$ cat config.mk
export PLATFORM = sky130hd
export DESIGN_NAME = rmii_txn_rx
export DESIGN_NICKNAME = d
export VERILOG_FILES = /design/src/rtl/rmii_rx_pkg.sv /design/src/rtl/rmii_dibit_pack.sv /design/src/rtl/rmii_crc32.sv /design/src/rtl/rmii_rx_parse.sv /design/src/rtl/rmii_txn_rx.sv
export SDC_FILE = /design/constraint.sdc
export NUM_CORES = 1
export LEC_CHECK = 0
export BUFFER_PORTS_ARGS = -buffer_cell sky130_fd_sc_hd__buf_2
export CORE_ASPECT_RATIO = 0.8
export CORE_MARGIN = 5
export CORE_UTILIZATION = 30
export DETAILED_ROUTE_END_ITERATION = 7
export MAX_ROUTING_LAYER = met4
export PLACE_DENSITY = 0.51
export SLEW_MARGIN = 5
export SYNTH_ARGS = -nofsm -noshare
export SYNTH_HDL_FRONTEND = slang
export SYNTH_SLANG_ARGS = --single-unit
$ cat constraint.sdc
create_clock -name clk_i -period 4.35 [get_ports clk_i]
set_clock_uncertainty 0.05 [all_clocks]
set_input_delay 0.2175 -clock clk_i [delete_from_list [all_inputs] [get_ports clk_i]]
set_output_delay 0.2175 -clock clk_i [all_outputs]
set_load 0.01 [all_outputs]
$ cat src/rtl/rmii_rx_pkg.sv
package rmii_rx_pkg;
  localparam int unsigned PRE_BYTES   = 7;
  localparam int unsigned MAC_BYTES   = 6;
  localparam int unsigned HDR_BYTES   = 2 * MAC_BYTES + 2;
  localparam int unsigned TXN_BYTES   = 5;
  localparam int unsigned MIN_PAYLOAD = 46;
  localparam int unsigned PAD_BYTES   = MIN_PAYLOAD - TXN_BYTES;
  localparam int unsigned FCS_BYTES   = 4;
  localparam int unsigned FRAME_BYTES = HDR_BYTES + MIN_PAYLOAD + FCS_BYTES;
  localparam int unsigned IDX_W       = $clog2(FRAME_BYTES + 1) + 1;
  localparam int unsigned PIDX_W      = $clog2(PRE_BYTES + 1);
  localparam int unsigned TYPE_OFS    = 2 * MAC_BYTES;
  localparam int unsigned CMD_OFS     = HDR_BYTES;
  localparam int unsigned ADDR_OFS    = CMD_OFS + 1;
  localparam int unsigned DATA_OFS    = ADDR_OFS + 2;
  localparam logic [7:0]  SYNC_BYTE   = 8'h55;
  localparam logic [7:0]  SFD_BYTE    = 8'hD5;
  localparam logic [15:0] ETH_TYPE    = 16'h88B5;
  localparam logic [7:0]  CMD_RD      = 8'h00;
  localparam logic [7:0]  CMD_WR      = 8'h01;
  localparam logic [31:0] CRC_POLY    = 32'hEDB88320;
  localparam logic [31:0] CRC_SEED    = 32'hFFFFFFFF;
  localparam logic [31:0] CRC_RESIDUE = 32'hDEBB20E3;

  typedef enum logic [1:0] {ST_PRE, ST_BODY, ST_DROP} rx_state_e;

  typedef struct packed {
    logic        we;
    logic [15:0] addr;
    logic [15:0] data;
  } bus_req_t;
endpackage

$ cat src/rtl/rmii_dibit_pack.sv
module rmii_dibit_pack #(
  parameter int unsigned DIBIT_W = 2,
  parameter int unsigned BYTE_W  = 8
) (
  input  logic               clk_i,
  input  logic               rst_ni,
  input  logic               crs_dv_i,
  input  logic [DIBIT_W-1:0] rxd_i,
  output logic               byte_vld_o,
  output logic [BYTE_W-1:0]  byte_o,
  output logic               eof_o,
  output logic               frag_o
);
  localparam int unsigned SLOTS = BYTE_W / DIBIT_W;
  localparam int unsigned CNT_W = $clog2(SLOTS);

  logic [CNT_W-1:0]  cnt_q;
  logic [BYTE_W-1:0] sr_q;
  logic              crs_q;

  always_ff @(posedge clk_i or negedge rst_ni) begin
    if (!rst_ni) begin
      cnt_q      <= '0;
      sr_q       <= '0;
      crs_q      <= 1'b0;
      byte_vld_o <= 1'b0;
      byte_o     <= '0;
      eof_o      <= 1'b0;
      frag_o     <= 1'b0;
    end else begin
      crs_q      <= crs_dv_i;
      byte_vld_o <= 1'b0;
      eof_o      <= crs_q & ~crs_dv_i;
      frag_o     <= crs_q & ~crs_dv_i & (cnt_q != '0);
      if (crs_dv_i) begin
        sr_q  <= {rxd_i, sr_q[BYTE_W-1:DIBIT_W]};
        cnt_q <= cnt_q + 1'b1;
        if (cnt_q == CNT_W'(SLOTS - 1)) begin
          byte_vld_o <= 1'b1;
          byte_o     <= {rxd_i, sr_q[BYTE_W-1:DIBIT_W]};
        end
      end else begin
        cnt_q <= '0;
      end
    end
  end


  byte_from_carrier_chk: assert property (@(posedge clk_i) disable iff (!rst_ni)
    byte_vld_o |-> $past(crs_dv_i));
endmodule

$ cat src/rtl/rmii_crc32.sv
module rmii_crc32 import rmii_rx_pkg::*; #(
  parameter int unsigned CRC_W  = 32,
  parameter int unsigned BYTE_W = 8
) (
  input  logic              clk_i,
  input  logic              rst_ni,
  input  logic              init_i,
  input  logic              en_i,
  input  logic [BYTE_W-1:0] byte_i,
  output logic [CRC_W-1:0]  crc_o
);
  logic [CRC_W-1:0] nxt;

  always_comb begin
    nxt = crc_o ^ CRC_W'(byte_i);
    for (int b = 0; b < BYTE_W; b++)
      nxt = nxt[0] ? ((nxt >> 1) ^ CRC_W'(CRC_POLY)) : (nxt >> 1);
  end

  always_ff @(posedge clk_i or negedge rst_ni) begin
    if (!rst_ni)     crc_o <= CRC_W'(CRC_SEED);
    else if (init_i) crc_o <= CRC_W'(CRC_SEED);
    else if (en_i)   crc_o <= nxt;
  end


  crc_seeded_chk: assert property (@(posedge clk_i) disable iff (!rst_ni)
    $past(init_i) |-> crc_o == CRC_W'(CRC_SEED));
endmodule

$ cat src/rtl/rmii_rx_parse.sv
module rmii_rx_parse import rmii_rx_pkg::*; #(
  parameter logic [8*MAC_BYTES-1:0] LOCAL_MAC = 48'h02_12_34_56_78_9A
) (
  input  logic        clk_i,
  input  logic        rst_ni,
  input  logic        byte_vld_i,
  input  logic [7:0]  byte_i,
  input  logic        eof_i,
  input  logic        frag_i,
  input  logic [31:0] crc_i,
  output logic        crc_init_o,
  output logic        crc_en_o,
  output logic        req_o,
  output logic        we_o,
  output logic [15:0] addr_o,
  output logic [15:0] wdata_o,
  output logic        rd_reply_o
);
  rx_state_e          st_q;
  logic [PIDX_W-1:0]  pidx_q;
  logic [IDX_W-1:0]   idx_q;
  logic               mac_hit_q, bc_hit_q, type_ok_q, cmd_ok_q;
  bus_req_t           cur_q;
  logic [7:0]         exp_mac;
  logic               accept;

  always_comb begin
    exp_mac = '0;
    for (int k = 0; k < MAC_BYTES; k++)
      if (idx_q == IDX_W'(k)) exp_mac = LOCAL_MAC[8*(MAC_BYTES-1-k) +: 8];
  end

  assign crc_init_o = (st_q == ST_PRE) && byte_vld_i &&
                      (pidx_q == PIDX_W'(PRE_BYTES)) && (byte_i == SFD_BYTE);
  assign crc_en_o   = (st_q == ST_BODY) && byte_vld_i;
  assign accept     = (st_q == ST_BODY) && !frag_i && (idx_q == IDX_W'(FRAME_BYTES)) &&
                      (mac_hit_q || bc_hit_q) && type_ok_q && cmd_ok_q &&
                      (crc_i == CRC_RESIDUE);

  always_ff @(posedge clk_i or negedge rst_ni) begin
    if (!rst_ni) begin
      st_q       <= ST_PRE;
      pidx_q     <= '0;
      idx_q      <= '0;
      mac_hit_q  <= 1'b1;
      bc_hit_q   <= 1'b1;
      type_ok_q  <= 1'b1;
      cmd_ok_q   <= 1'b1;
      cur_q      <= '0;
      req_o      <= 1'b0;
      rd_reply_o <= 1'b0;
      we_o       <= 1'b0;
      addr_o     <= '0;
      wdata_o    <= '0;
    end else begin
      req_o      <= 1'b0;
      rd_reply_o <= 1'b0;
      if (eof_i) begin
        req_o      <= accept;
        rd_reply_o <= accept && !cur_q.we;
        if (accept) begin
          we_o    <= cur_q.we;
          addr_o  <= cur_q.addr;
          wdata_o <= cur_q.data;
        end
        st_q      <= ST_PRE;
        pidx_q    <= '0;
        idx_q     <= '0;
        mac_hit_q <= 1'b1;
        bc_hit_q  <= 1'b1;
        type_ok_q <= 1'b1;
        cmd_ok_q  <= 1'b1;
      end else if (byte_vld_i) begin
        unique case (st_q)
          ST_PRE: begin
            if (pidx_q == PIDX_W'(PRE_BYTES))
              st_q <= (byte_i == SFD_BYTE) ? ST_BODY : ST_DROP;
            else if (byte_i == SYNC_BYTE)
              pidx_q <= pidx_q + 1'b1;
            else
              st_q <= ST_DROP;
          end
          ST_BODY: begin
            if (idx_q != '1) idx_q <= idx_q + 1'b1;
            if (idx_q < IDX_W'(MAC_BYTES)) begin
              if (byte_i != exp_mac) mac_hit_q <= 1'b0;
              if (byte_i != 8'hFF)   bc_hit_q  <= 1'b0;
            end
            if (idx_q == IDX_W'(TYPE_OFS) && byte_i != ETH_TYPE[15:8]) type_ok_q <= 1'b0;
            if (idx_q == IDX_W'(TYPE_OFS + 1) && byte_i != ETH_TYPE[7:0]) type_ok_q <= 1'b0;
            if (idx_q == IDX_W'(CMD_OFS)) begin
              cmd_ok_q  <= (byte_i == CMD_RD) || (byte_i == CMD_WR);
              cur_q.we  <= (byte_i == CMD_WR);
            end
            if (idx_q == IDX_W'(ADDR_OFS))     cur_q.addr[15:8] <= byte_i;
            if (idx_q == IDX_W'(ADDR_OFS + 1)) cur_q.addr[7:0]  <= byte_i;
            if (idx_q == IDX_W'(DATA_OFS))     cur_q.data[15:8] <= byte_i;
            if (idx_q == IDX_W'(DATA_OFS + 1)) cur_q.data[7:0]  <= byte_i;
          end
          default: ;
        endcase
      end
    end
  end


  req_single_cycle_chk: assert property (@(posedge clk_i) disable iff (!rst_ni)
    req_o |=> !req_o);

  req_after_eof_chk: assert property (@(posedge clk_i) disable iff (!rst_ni)
    req_o |-> $past(eof_i));

  req_crc_good_chk: assert property (@(posedge clk_i) disable iff (!rst_ni)
    req_o |-> $past(crc_i) == CRC_RESIDUE);

  reply_only_read_chk: assert property (@(posedge clk_i) disable iff (!rst_ni)
    rd_reply_o |-> req_o && !we_o);
endmodule

$ cat src/rtl/rmii_txn_rx.sv
module rmii_txn_rx import rmii_rx_pkg::*; #(
  parameter logic [47:0] LOCAL_MAC = 48'h02_12_34_56_78_9A
) (
  input  logic        clk_i,
  input  logic        rst_ni,
  input  logic        crs_dv_i,
  input  logic [1:0]  rxd_i,
  output logic        req_o,
  output logic        we_o,
  output logic [15:0] addr_o,
  output logic [15:0] wdata_o,
  output logic        rd_reply_o
);
  logic        byte_vld, eof, frag, crc_init, crc_en;
  logic [7:0]  rx_byte;
  logic [31:0] crc;

  rmii_dibit_pack #(.DIBIT_W(2), .BYTE_W(8)) u_pack (
    .clk_i, .rst_ni, .crs_dv_i, .rxd_i,
    .byte_vld_o(byte_vld), .byte_o(rx_byte), .eof_o(eof), .frag_o(frag)
  );

  rmii_crc32 #(.CRC_W(32), .BYTE_W(8)) u_crc (
    .clk_i, .rst_ni, .init_i(crc_init), .en_i(crc_en), .byte_i(rx_byte), .crc_o(crc)
  );

  rmii_rx_parse #(.LOCAL_MAC(LOCAL_MAC)) u_parse (
    .clk_i, .rst_ni, .byte_vld_i(byte_vld), .byte_i(rx_byte), .eof_i(eof),
    .frag_i(frag), .crc_i(crc), .crc_init_o(crc_init), .crc_en_o(crc_en),
    .req_o, .we_o, .addr_o, .wdata_o, .rd_reply_o
  );
endmodule

-- Word level (Yosys, flattened, before mapping)
Index checks and enable logic that the tools add are counted.
Widths: inputs -> output; s select.
- input bits: 5
- logic and storage cells: 170
- flip-flop bits (word level): 139
- output and inout port bits: 35
- bitwise logic cells: 13
- magnitude comparators: 1
- multiplexer cells: 55
- add/subtract/negate cells: 3
- reduce and logical (&&, ||, !) cells: 46
- equality and inequality tests: 27
- operators by type and width (operator ; number):
    $mux 32 ; 10
    $not 13->14 ; 8
    $mux 8 ; 9
    $eq 32x32->1 const B ; 1
    $eq 8x4->1 const B ; 4
    $ne 8x8->1 const B ; 4
    $reduce_and 4->1 ; 8
    $xor 32x8->32 ; 1
    $eq 8x5->1 const B ; 3
    $mux 1 ; 23
    $reduce_bool 2->1 ; 11
    $eq 8x1->1 const B ; 2
    $eq 8x2->1 const B ; 2
    $eq 8x3->1 const B ; 2
    $eq 8x7->1 const B ; 2
    $logic_not 8->1 ; 2
    $mux 2 ; 8
    $mux 3 ; 5
    $logic_and 1x1->1 ; 13
    $reduce_and 3->1 ; 4
    $add 8x1->8 const B ; 1
    $eq 8x8->1 const B ; 1
    $lt 8x3->1 const B ; 1
    $ne 8x8->1 ; 1
    14 further kinds ; 19

-- Depth between registers and ports, before layout
Gate-level depths: netlist of run 1.
- word-level depth: 19
- mapped depth: 9
- mapped depth without buffers: 7

-- Hierarchy
Synthesis of run 1 repeated with hierarchy kept, for this count alone.
- cells, all modules: 584
- area, all modules: 6944.2 sq um
- modules (own cells, without submodules) (module ; area each (sq um) ; instances ; cells each ; seq. area each (sq um)):
    rmii_rx_parse ; 4085.2 ; 1 ; 347 ; 2132.0
    rmii_crc32 ; 2078.2 ; 1 ; 192 ; 840.8
    rmii_dibit_pack ; 780.7 ; 1 ; 45 ; 500.5

-- Worst setup path before layout of run 1
No wires, ideal clock.
- path type: register to register
- start: reg u_crc.crc_o[5]
- end: reg u_parse.addr_o[10]
- path slack: 1.772 ns
- period minus slack after synthesis: 2.578 ns
- path buffers: 1
- required time: 4.175 ns
- arrival time: 2.403 ns
- stages on the path, launching flop included: 7
- library setup time: 0.125 ns
- path through: dfstp_2 > or4b_1 > or4_1 > nor4_2 > nand4_4 > buf_6 > mux2_4
- word-level cells in the longest chain between the ends: 3
- ends and longest elaborated chain (element ; line ; RTL):
    from (decl) ; rmii_crc32.sv:10 ; output logic [CRC_W-1:0] crc_o
    from (signal assigned) ; rmii_crc32.sv:21 ; if (!rst_ni) crc_o <= CRC_W'(CRC_SEED);
    from (signal assigned) ; rmii_crc32.sv:22 ; else if (init_i) crc_o <= CRC_W'(CRC_SEED);
    from (signal assigned) ; rmii_crc32.sv:23 ; else if (en_i) crc_o <= nxt;
    $eq 32x32->1 ; rmii_rx_parse.sv:38 ; (crc_i == CRC_RESIDUE);
    $logic_and 1x1->1 ; rmii_rx_parse.sv:37 ; (mac_hit_q || bc_hit_q) && type_ok_q && cmd_ok_q &&
    $reduce_and 2->1 (no line) ; n/a ;
    to (signal assigned) ; rmii_rx_parse.sv:63 ; addr_o <= cur_q.addr;
    to (decl) ; rmii_rx_parse.sv:15 ; output logic [15:0] addr_o,
Every way passes these cells.
A chain may end at the register's enable or synchronous reset.

-- Final worst setup path of run 1
- start: reg u_parse.idx_q[1]
- end: reg u_parse.wdata_o[13]
- word-level cells in the longest chain between the ends: 7
- ends and longest elaborated chain (element ; line ; RTL):
    from (decl) ; rmii_rx_parse.sv:21 ; logic [IDX_W-1:0] idx_q;
    from (signal assigned) ; rmii_rx_parse.sv:84 ; if (idx_q != '1) idx_q <= idx_q + 1'b1;
    $eq 8x7->1 ; rmii_rx_parse.sv:36 ; assign accept = (st_q == ST_BODY) && !frag_i && (idx_q == IDX_W'(FRAME_BYTES)) &&
    $logic_and 1x1->1 (2 in series) ; rmii_rx_parse.sv:36 ;
    $logic_and 1x1->1 (3 in series) ; rmii_rx_parse.sv:37 ;
    $reduce_and 2->1 (no line) ; n/a ;
    to (signal assigned) ; rmii_rx_parse.sv:64 ; wdata_o <= cur_q.data;
    to (decl) ; rmii_rx_parse.sv:16 ; output logic [15:0] wdata_o,
Every way passes these cells.

==> summary.md, run 1 <==
The run finished with clean final reports. The area added between synthesis and finish was 16.5%. The tools report the design area as 7630 um^2. The switching fraction of total power was 34.9%; the sequential standard cell area was 3470 um^2.

The post-route netlist has 35.8% of its cells at a drive strength greater than 1. The via count of the first global-routing pass came out at 4149. Walking the worst path, the cells encountered are inv_1 -> ha_1 -> nor4bb_1 -> nand4_1 -> nor4_2 -> nand4_4 -> buf_4 -> mux2_4.

In this run the power spent charging and discharging nets is 1390 uW. The maximum vdd drop was 0.357 mV. The floorplan step defined a die boundary enclosing 24900 um^2. The netlist uses 55 different library cells. The total overflow left after global routing is 0. The final critical path takes up 67.5% of the cycle. For the placer's final routability congestion estimate, the log shows 0.827. The final layout contains 556 nets. The path class of the lowest-slack min-delay path is flop to flop. Global routing used 12.7% of the available tracks. For the share of total power in sequential cells, the log shows 37.0%. In this run, the number of DRC markers left after iteration 0 of detailed routing was 243. The post-route non-filler standard cell count is 831. The slowest cell on the critical path is sky130_fd_sc_hd__dfrtp_1.

By area the synthesized netlist is led by sky130_fd_sc_hd__dfrtp_1 (39%), sky130_fd_sc_hd__dfstp_2 (14%), sky130_fd_sc_hd__mux2_2 (8.4%). The share of the Yosys chip area taken by registers is 53.0%. The reg-to-reg endpoint is u_parse.wdata_o[13]. The longest clock path from root to sink contains 2 buffers.

CTS placed an instance of sky130_fd_sc_hd__clkbuf_16 at the clock tree root. The logs give 104 for the pin count of the biggest net entering global routing and 0.42 ns for the clock latency on the worst-skew pair. Vias after detailed routing: 4066. The clock tree synthesis step divided the H-tree into 4 levels.

On the worst path, the slowest cell contributes a delay of 0.46 ns. The post-detailed-route DRC marker count was 0. The worst register-to-register path begins at u_parse.idx_q[1]. For this run, the leading register cell type out of synthesis is sky130_fd_sc_hd__dfrtp_1.

The number of sinks on the clock net is 137, and the post-detailed-routing wire length is 14700 um. The critical path is of the flop to flop type. The x dimension of the die works out to 175 um. The end point of the most critical hold path was u_pack.cnt_q[0]. The netlist area before placement came out at 6550 um^2. The worst slew margin relative to its limit was 28.8%; the minimum clock period was 2.94 ns. Of all flip-flops after synthesis, the portion carrying an async set or reset was 100%. The detailed placement HPWL is 9710 um, and the buffer count from post-CTS setup fixing is 0. STA puts the critical path data required time at 4.61 ns.

The count of cells along the worst hold path was 1; the via-per-instance ratio was 4.89. The tool flagged a number of max-cap violations equal to 0. The row count was 48; the clock transition time at the flip-flop clock pins of the worst setup and hold paths was 0.07 ns. The number of max-slew violations in the final report was 0. The port buffer count was 39; the number of warnings issued by yosys was 0. In the synthesized netlist, the number of instances is 501. The number of antenna diodes in the final layout is 0. The power share of the clock group is 35.2%.

Data arrives at the worst endpoint at 3.19 ns. The tools report the count of endpoints failing hold in the final timing report as 0. Setup violations remaining at the end of the flow were counted as 0. The commonest cells after synthesis are sky130_fd_sc_hd__dfrtp_1 (101), sky130_fd_sc_hd__xnor2_1 (52), sky130_fd_sc_hd__mux2_2 (49), sky130_fd_sc_hd__dfstp_2 (36), sky130_fd_sc_hd__mux2_4 (28). The run gives 30.4% as the initial core utilization.

The worst setup path is launched from a flop. The logs give 17 for the number of CTS-inserted buffers and 0.00352 uW for the leakage power total. For this run, the top clock speed supported by timing is 341 MHz.

Yosys mapped a number of flops with a built-in enable equal to 0. A synthesized cell averages 13.1 um^2. For this design the ratio of total power to cell area is 520 nW/um^2. The die is 142 um tall.

The count of nets left with antenna violations once routing finished came out at 0. Once placement completed, the tool counted placed cells totaling 795. The tools report the filler cell count in the final layout as 2087.

TritonCTS built the clock tree. The share of total power dissipated in combinational logic is 27.9%. The logs give 21600 um^2 for the total core area and 2580 uW for the total internal power. The footprint of the multi-input gates is 2910 um^2, and the number of cells upsized or downsized after cts is 0. After synthesis the netlist holds a flip-flop and latch count of 137. When the netlist entered floorplanning its net count stood at 514. Final core area utilization: 35.4%. The dominant cell type by area after synthesis was sky130_fd_sc_hd__dfrtp_1. The initial antenna violation count is 0, and the post-cts hold buffer count is 4. Setup repair after global routing left no endpoint under its margin. For the pin with the worst max-slew slack, the measured transition is 1.06 ns. Path depth of the worst reg2reg path: 8. For this run, the detailed router's first-pass iteration total came to 4. STA classifies the critical path endpoint as a flop. Summed over all failing endpoints, the final setup total negative slack is 0 ns. In this run the worst path has a maximum fanout of 35. In the final routed layout, each cell accounts on average for 17.6 um. The instance area after placement is 7030 um^2. The I/O pin count was 40; the wire length of the first global-routing pass was 24300 um.

Reg-to-reg setup timing slack: 1.41 ns. In the post-synthesis netlist, the cell with the most instances is sky130_fd_sc_hd__dfrtp_1. The share of synthesized area in the top cell type comes to 38.6%.

In this run the most critical hold path is launched from u_pack.cnt_q[0].
[power groups by stage]
stage	Combinational (uW)	Clock (uW)	Sequential, uW
after floorplan	940	0	1360
after global placement	1100	0	1490
after detailed placement	1100	0	1490
after CTS	1110	1430	1470
after global routing	1210	1490	1480
final	1110	1400	1470
[per-layer routing]
| layer | global-route usage [%] | share of wire [%] | vias up |
|---|---|---|---|
| met4 | 3.10 | 0.91 | 0 |
| li1 | - | - | 1868 |
| met1 | 18.0 | 50 | 2099 |
| met5 | - | 0 | - |
| met2 | 18.3 | 45 | 86 |
| met3 | 3.13 | 4.3 | 13 |
[final cells by class]
class / instances / area share (%)
Sequential cell: 137 / 45.5
Multi-Input combinational cell: 326 / 38.2
Clock buffer: 17 / 5.57
Tap cell: 275 / 4.51
Timing Repair Buffer: 50 / 3.85
Clock inverter: 15 / 1.87
Inverter: 11 / 0.541
[critical path: cells and delay by family, from the launching register on]
family / cells / cell delay (ns)
AND/OR/NAND/NOR: 4 / 1.12
multiplexers: 1 / 0.37
adder cells (fa/ha/maj): 1 / 0.33
flip-flops: 1 / 0.46
buffers and inverters: 2 / 0.47
[state kept, by name (all words and copies together) (netlist names), 2 cells and up]
| signal | cells |
|---|---|
| u_parse.wdata_o | 16 |
| u_parse.idx_q | 8 |
| u_crc.crc_o | 32 |
| u_pack.sr_q | 6 |
| u_pack.byte_o | 8 |
| u_parse.pidx_q | 3 |
| u_parse.cur_q | 33 |
| u_parse.st_q | 2 |
| u_pack.cnt_q | 2 |
| u_parse.addr_o | 16 |
[how the worst max path moves through the flow]
stage                           startpoint                  end  slack (ns)  cells past startpoint
after floorplan             u_crc.crc_o[5]   u_parse.addr_o[10]        1.77                      6
after global placement    u_parse.idx_q[0]  u_parse.wdata_o[10]        1.47                      8
after detailed placement  u_parse.idx_q[1]   u_parse.addr_o[11]        1.45                      8
after CTS                 u_parse.idx_q[1]  u_parse.wdata_o[13]        1.42                      8
after global routing      u_parse.idx_q[1]   u_parse.wdata_o[9]        1.26                      8
final                     u_parse.idx_q[1]  u_parse.wdata_o[13]        1.41                      8
[cells by family after synthesis]
family,count (synthesis),synth area share [%]
compound gates,62,7.43
flops,137,53.0
simple gates,94,8.46
xor+xnor,81,11.5
fa+ha+maj,8,1.53
buf+inv,38,2.65
mux,81,15.4
[metrics by stage]
step                setup slack (ns)  hold WS [ns]  power, uW
floorplan                       1.77        -0.128       2300
global placement                1.47         0.343       2590
detailed placement              1.45         0.355       2590
CTS                             1.42         0.417       4010
global route                    1.26         0.422       4180
finish                          1.41         0.407       3970
[layout by cell type, fill, tap and decap left out, types with 5 or more instances in the layout]
| cell type | count |
|---|---|
| sky130_fd_sc_hd__nor2_1 | 22 |
| sky130_fd_sc_hd__mux2_4 | 28 |
| sky130_fd_sc_hd__mux2_2 | 49 |
| sky130_fd_sc_hd__nand4_1 | 10 |
| sky130_fd_sc_hd__o21ai_0 | 6 |
| sky130_fd_sc_hd__inv_1 | 11 |
| sky130_fd_sc_hd__xor2_1 | 25 |
| sky130_fd_sc_hd__a21oi_1 | 6 |
| sky130_fd_sc_hd__dfrtp_1 | 101 |
| sky130_fd_sc_hd__nor3b_1 | 5 |
| sky130_fd_sc_hd__inv_6 | 8 |
| sky130_fd_sc_hd__nor3_1 | 6 |
| sky130_fd_sc_hd__clkbuf_16 | 17 |
| sky130_fd_sc_hd__buf_2 | 38 |
| sky130_fd_sc_hd__nor4_1 | 5 |
| sky130_fd_sc_hd__xnor2_1 | 52 |
| sky130_fd_sc_hd__inv_8 | 5 |
| sky130_fd_sc_hd__nand3_1 | 6 |
| sky130_fd_sc_hd__buf_4 | 7 |
| sky130_fd_sc_hd__nand2_1 | 13 |
| sky130_fd_sc_hd__dfstp_2 | 36 |
| sky130_fd_sc_hd__ha_1 | 8 |
| sky130_fd_sc_hd__nor2b_1 | 6 |
| sky130_fd_sc_hd__o22a_1 | 5 |
| sky130_fd_sc_hd__a2bb2oi_1 | 27 |
Power figures use the tool's default switching activity.
==> run 2, diff against run 1 <==
==> constraint.sdc (replaced) <==
create_clock -name clk_i -period 2.9 [get_ports clk_i]
set_clock_uncertainty 0.05 [all_clocks]
set_input_delay 0.145 -clock clk_i [delete_from_list [all_inputs] [get_ports clk_i]]
set_output_delay 0.145 -clock clk_i [all_outputs]
set_load 0.01 [all_outputs]
==> summary.md, run 2 (synthesis results as in run 1) <==
The flow ran to the end, and the final reports show no timing, DRC or antenna violations. The vertical die dimension is 142 um (unchanged), and the remaining number of nets flagged by the antenna check after routing is 0 (unchanged). The worst-path maximum fanout was 35 (unchanged). The x dimension of the die works out to 175 um (unchanged).

The logs give 4 (unchanged) for the first-pass iteration count of the detailed router and 21600 um^2 (unchanged) for the total core area. For the number of cells upsized or downsized after cts, the log shows 0 (unchanged). More flip-flops sit in one register than any other, and that register is u_parse.cur_q.

The post-detailed-route wirelength per cell came out at 17.3 um (-2.0%). The tools report the pin count of the biggest net entering global routing as 106 (+1.9%). The run gives 48 (unchanged) as the row count. The endpoint kind of the worst setup timing path was a flop.

The post-route non-filler standard cell count is 853 (+2.6%). The most frequent standard cell in the layout excluding fill and tap cells was sky130_fd_sc_hd__dfrtp_1. The share of total power in sequential cells came out at 34.7% (-2.3 points). The placer's final routability congestion estimate was 0.844 (+2.1%).

The run gives 30.4% (unchanged) as the initial core utilization. The run gives 34.8% (-0.4 points) as the power share of the clock group. For the detailed-routing wirelength on met1, the log shows 7560 um (+4.0%). The share of post-route cells with drive strength above 1 is 38.1% (+2.3 points), and the clock transition time at the flip-flop clock pins of the worst setup and hold paths is 0.06 ns (about the same). The leakage power total is 0.00362 uW (+2.9%). The power per cell area works out to 783 nW/um^2 (+50%).

The category of the critical setup timing path was flop to flop. Routed signal wires occupy layers up through met4. The CTS H-tree depth is 4 (unchanged), and the post-cts hold buffer count is 4 (unchanged).

The run gives 37.5% (+8.7 points) as the worst slew margin relative to its limit. The switching component of the power was 2020 uW (+46%). For the layout net count, the log shows 579 (+4.1%). The tools report the initial antenna violation count as 0 (unchanged).

The run gives 0 (unchanged) as the post-detailed-route DRC marker count. The detailed placement HPWL is 9950 um (+2.5%), and the total internal power is 4110 uW (+59%). The flip-flop count of the largest register, all copies and words added came out at 33 (unchanged). In the layout the commonest cells are sky130_fd_sc_hd__dfrtp_1 (101), sky130_fd_sc_hd__xnor2_1 (52), sky130_fd_sc_hd__mux2_2 (49).

The detailed route wirelength on metal2 is 6600 um (-0.54%). For the maximum buffer depth of the clock tree, the log shows 2 (unchanged). TritonCTS built the clock tree. STA classifies the critical path startpoint as a flop. The number of CTS-inserted buffers came out at 17 (unchanged).

The violation count after the first detailed-route iteration was 275 (+13%). The setup TNS after final layout came out at 0 ns (unchanged). The overall die area was 24900 um^2 (unchanged).

The run gives 0.505 mV (+42%) as the maximum vdd drop. The tools report the highest clock rate as 373 MHz (+9.6%). The path class of the lowest-slack min-delay path is input port to asynchronous set/reset pin. Compared with the post-synthesis result, the final layout area differs by 19.5%. The wire length of the first global-routing pass was 24400 um (+0.71%); the vias after detailed routing was 4110 (+1.1%). Number of placed instances with taps included: 818 (+2.9%). The I/O pin count is 40 (unchanged). The routed length on met3 is 431 um (-31%). The post-route fraction of the period consumed by the critical path is 92.4% (+25 points). In the final layout, the registers with the most flip-flops are u_parse.cur_q: 33 flops, u_crc.crc_o: 32 flops. For the number of max-capacitance violations reported, the log shows 0 (unchanged). Setup repair after global routing left no endpoint under its margin. Clock latency on the worst-skew pair: 0.42 ns (about the same). The slew of the pin with the lowest slew margin is 0.937 ns (-0.122 ns), and the via count of the first global-routing pass is 4226 (+1.9%). The tools report the clock root buffer master as sky130_fd_sc_hd__clkbuf_16. For the count of endpoints failing hold in the final timing report, the log shows 0 (unchanged).

The buffer count from post-CTS setup fixing is 0 (unchanged), and the required time of the worst setup path is 3.15 ns (-1.46 ns). The minimum clock period was 2.68 ns (-0.257 ns). The part of the total power dissipated in combinational logic was 30.5% (+2.6 points).

For the number of setup violations in the final report, the log shows 0 (unchanged). The run gives 0 (unchanged) as the leftover overflow at the end of global routing. The post-detailed-routing wire length came out at 14800 um (+0.59%). Data arrival at the endpoint of the critical path: 2.93 ns (-0.26 ns). The run gives 0 (unchanged) as the diode insertion count for antenna repair.

The via-per-instance ratio was 4.82 (-1.5%); the overall global routing resource usage was 12.9% (+0.15 points). The port buffer count is 39 (unchanged). The number of max-slew violations in the final report came out at 0 (unchanged). The number of sinks on the clock net is 137 (unchanged), and the switching fraction of total power is 32.9% (-2.0 points).
[run 2: final timing paths]
kind,from,endpoint,slack [ns],cells after the start
worst max-delay path,u_crc.crc_o[5],u_parse.wdata_o[12],0.22,6
worst min-delay path,rst_ni,u_parse.addr_o[6],0.39,2
worst max register to register,u_crc.crc_o[5],u_parse.wdata_o[12],0.22,6
worst min register to register,u_pack.cnt_q[0],u_pack.cnt_q[0],0.40,1
max in group asynchronous,rst_ni,u_crc.crc_o[13],1.51,3
min in group clk_i,u_pack.cnt_q[0],u_pack.cnt_q[0],0.40,1
[run 2: critical path, cell delays in order, from the launching register on]
cell	delay [ns]
sky130_fd_sc_hd__dfstp_2	0.54
sky130_fd_sc_hd__or4b_1	0.41
sky130_fd_sc_hd__or4_1	0.44
sky130_fd_sc_hd__nor4_2	0.41
sky130_fd_sc_hd__nand4_4	0.13
sky130_fd_sc_hd__buf_12	0.23
sky130_fd_sc_hd__mux2_4	0.32
[run 2: through the flow]
step	utilization, %	instance area [um^2]	worst slack [ns]	total power (uW)	hold slack, ns
6_report	36.3	7830	0.222	6130	0.387
3_3_place_gp	33.4	7210	0.284	4020	0.273
3_5_place_dp	33.4	7210	0.227	4020	0.294
5_1_grt	36.3	7830	0.132	6440	0.430
2_1_floorplan	-	6550	0.322	3450	-0.201
4_1_cts	36.3	7830	0.193	6190	0.407
[run 2: routing by layer]
metal,up-vias,track usage [%]
met5,-,-
met4,0,4.55
met3,11,2.55
met2,77,18.1
met1,2111,18.4
li1,1911,-
[run 2: area by class of cell]
class | count | area [um^2]
clock buffers | 18 | 429
repair buffers | 73 | 479
multi-input cells | 326 | 2910
inverters | 11 | 41.3
well taps | 275 | 344
fillers | 2067 | 13700
flip-flops and latches | 137 | 3470
clock inverters | 13 | 146
[run 2: power by group through the flow]
stage	Combinational (uW)	Sequential (uW)	Clock, uW
floorplan	1410	2040	0
global placement	1870	2160	0
detailed placement	1860	2160	0
CTS	1870	2130	2190
global route	2020	2140	2280
finish	1870	2130	2130
==> run 3, diff against run 2 <==
--- a/config.mk
+++ b/config.mk
@@ -5,13 +5,13 @@
 export SDC_FILE = /design/constraint.sdc
 export NUM_CORES = 1
 export LEC_CHECK = 0
-export BUFFER_PORTS_ARGS = -buffer_cell sky130_fd_sc_hd__buf_2
 export CORE_ASPECT_RATIO = 0.8
 export CORE_MARGIN = 5
 export CORE_UTILIZATION = 30
 export DETAILED_ROUTE_END_ITERATION = 7
+export DONT_BUFFER_PORTS = 1
 export MAX_ROUTING_LAYER = met4
-export PLACE_DENSITY = 0.51
+export PLACE_DENSITY = 0.5
 export SLEW_MARGIN = 5
 export SYNTH_ARGS = -nofsm -noshare
 export SYNTH_HDL_FRONTEND = slang
==> summary.md, run 3 (synthesis results as in run 1) <==
The run finished, with violations left. The checks that failed: hold timing. The number of max-slew violations in the final report was 0 (unchanged); the buffer count from post-CTS setup fixing was 0 (unchanged). The run gives 3986 (-3.0%) as the vias after detailed routing. Row count: 48 (unchanged).

The tools report the leakage power total as 0.00343 uW (-5.4%). Ranked by flip-flop count, first place goes to u_parse.cur_q. The pin count of the biggest net entering global routing came out at 138 (+30%). The x dimension of the die works out to 175 um (unchanged). The count of endpoints failing hold in the final timing report was 137 (+137). The share of post-route cells with drive strength above 1 was 33.8% (-4.2 points). The logic depth of the worst setup path including buffers is 6 (unchanged), and the leftover overflow at the end of global routing is 0 (unchanged). The initial antenna violation count is 0 (unchanged), and the remaining number of nets flagged by the antenna check after routing is 0 (unchanged). The worst slew margin relative to its limit was 47.5% (+10 points). The setup path with the least slack is of type flop to flop. The first-pass iteration count of the detailed router came out at 4 (unchanged). The path class of the tightest hold or removal check is input port to asynchronous set/reset pin. The number of setup violations in the final report came out at 0 (unchanged). In the final layout, the registers with the most flip-flops are u_parse.cur_q: 33 flops, u_crc.crc_o: 32 flops. The overall die area is 24900 um^2 (unchanged).

Setup repair after global routing left no endpoint under its margin. The detailed placement HPWL is 10100 um (+1.6%). The post-detailed-route DRC marker count is 0 (unchanged), and the maximum buffer depth of the clock tree is 2 (unchanged). TritonCTS built the clock tree. Clock tree synthesis selected as its root buffer the cell sky130_fd_sc_hd__clkbuf_16. Leaving out fill and tap cells, the most frequent cells in the layout are sky130_fd_sc_hd__dfrtp_1 (101), sky130_fd_sc_hd__xnor2_1 (52), sky130_fd_sc_hd__mux2_2 (49).

The run gives 0 ns (unchanged) as the setup TNS after final layout. Most frequent standard cell in the layout excluding fill and tap cells: sky130_fd_sc_hd__dfrtp_1. The flip-flop count of the largest register, all copies and words added was 33 (unchanged). The required time of the worst setup path was 3.16 ns (about the same).

The post-cts hold buffer count was 3 (-1). The worst setup path is launched from a flop. The port buffer count is 0 (-100%), and the highest clock rate is 376 MHz (+0.79%).

The longest individual stage delay on the worst path is 0.55 ns (about the same), and the path depth of the worst reg2reg path is 6 (unchanged). The number of cells upsized or downsized after cts was 0 (unchanged). The layout net count was 538 (-7.1%); the post-detailed-route wirelength per cell was 18.1 um (+4.7%). Slowest cell on the critical path: sky130_fd_sc_hd__dfstp_2. The number of sinks on the clock net is 137 (unchanged), and the number of CTS-inserted buffers is 17 (unchanged). Minimum clock period: 2.66 ns (-0.0211 ns). The tools report the initial core utilization as 30.4% (unchanged). The logs give 21600 um^2 (unchanged) for the total core area and 4 (unchanged) for the CTS H-tree depth. Violation count after the first detailed-route iteration: 272 (-1.1%). The run gives 0 (unchanged) as the diode insertion count for antenna repair. The number of max-capacitance violations reported was 0 (unchanged); the number of buffers and inverters on the critical path was 1 (unchanged). The power per cell area was 809 nW/um^2 (+3.4%). The worst setup path is captured at a flop.

The signal on the critical path passes through or4b_1 -> or4_1 -> nor4_2 -> nand4_4 -> buf_12 -> mux2_4. The worst-path maximum fanout works out to 35 (unchanged). Clock transition time at the flip-flop clock pins of the worst setup and hold paths: 0.07 ns (about the same). The slew of the pin with the lowest slew margin works out to 0.782 ns (-0.155 ns). The vertical die dimension works out to 142 um (unchanged). I/O pin count: 40 (unchanged). The post-route fraction of the period consumed by the critical path is 91.6% (-0.73 points), and the via count of the first global-routing pass is 4244 (+0.43%). The run gives 2090 (+1.1%) as the filler cell count in the final layout. For the maximum vdd drop, the log shows 0.370 mV (-27%). Post-detailed-routing wire length: 14700 um (-0.21%).

In this design, the largest share of critical-path delay is due to simple AND/OR/NAND/NOR gates. The hold slack came out at -0.643 ns (-1.03 ns). The area growth from synthesis to layout is 16.5%.

The wire length of the first global-routing pass was 24400 um (-0.25%). The placer's final routability congestion estimate is 0.840 (-0.53%), and the clock latency on the worst-skew pair is 0.42 ns (about the same). For the overall power after layout, the log shows 6180 uW (+0.90%). The overall global routing resource usage is 12.8% (-0.051 points), and the via-per-instance ratio is 4.90 (+1.8%).

For the data arrival at the endpoint of the critical path, the log shows 2.92 ns (about the same).
==> run 3: per-layer routing <==
layer / part of all wire, % / global-route usage [%] / vias to the layer above / wire [um]
li1: - / - / 1845 / -
met1: 51 / 18.2 / 2073 / 7450
met2: 45 / 18.3 / 56 / 6580
met3: 3.7 / 3.11 / 12 / 552
met4: 0.97 / 3.39 / 0 / 143
met5: 0 / - / - / 0
==> run 3: worst paths after layout <==
check,from,to,slack [ns]
setup reg to reg,u_crc.crc_o[5],u_parse.wdata_o[13],0.24
max in group asynchronous,rst_ni,u_crc.crc_o[30],3.12
hold / removal,rst_ni,u_parse.addr_o[3],-0.64
setup / recovery,u_crc.crc_o[5],u_parse.wdata_o[13],0.24
hold reg to reg,u_pack.cnt_q[0],u_pack.cnt_q[0],0.41
min in group clk_i,crs_dv_i,u_pack.byte_vld_o,0.10
==> run 3: worst register-to-register path, cell delays in order, from the launching register on <==
cell	delay, ns
sky130_fd_sc_hd__dfstp_2	0.55
sky130_fd_sc_hd__or4b_1	0.41
sky130_fd_sc_hd__or4_1	0.42
sky130_fd_sc_hd__nor4_2	0.39
sky130_fd_sc_hd__nand4_4	0.14
sky130_fd_sc_hd__buf_12	0.23
sky130_fd_sc_hd__mux2_4	0.35
==> run 3: stage by stage <==
stage	std cells	area, um^2	util [%]	setup WS [ns]	hold WS [ns]
after floorplan	501	6550	-	0.322	-0.201
after global placement	778	7000	32.5	0.281	-0.198
after detailed placement	778	7000	32.5	0.247	-0.198
after CTS	813	7640	35.4	0.225	-0.660
after global routing	813	7640	35.4	0.175	-0.668
final	813	7640	35.4	0.243	-0.643
==> run 3: layout make-up <==
type	count	area [um^2]	area share, %
inverter	11	41.3	0.541
clock inverter	15	178	2.33
multi-input combinational	326	2910	38.2
clock buffer	17	425	5.57
tap	275	344	4.51
timing repair buffer	32	260	3.41
sequential	137	3470	45.5
==> run 3: power by group <==
group          internal (uW)  switching, uW
Combinational            865            971
Clock                   1300            925
Sequential              1980            142
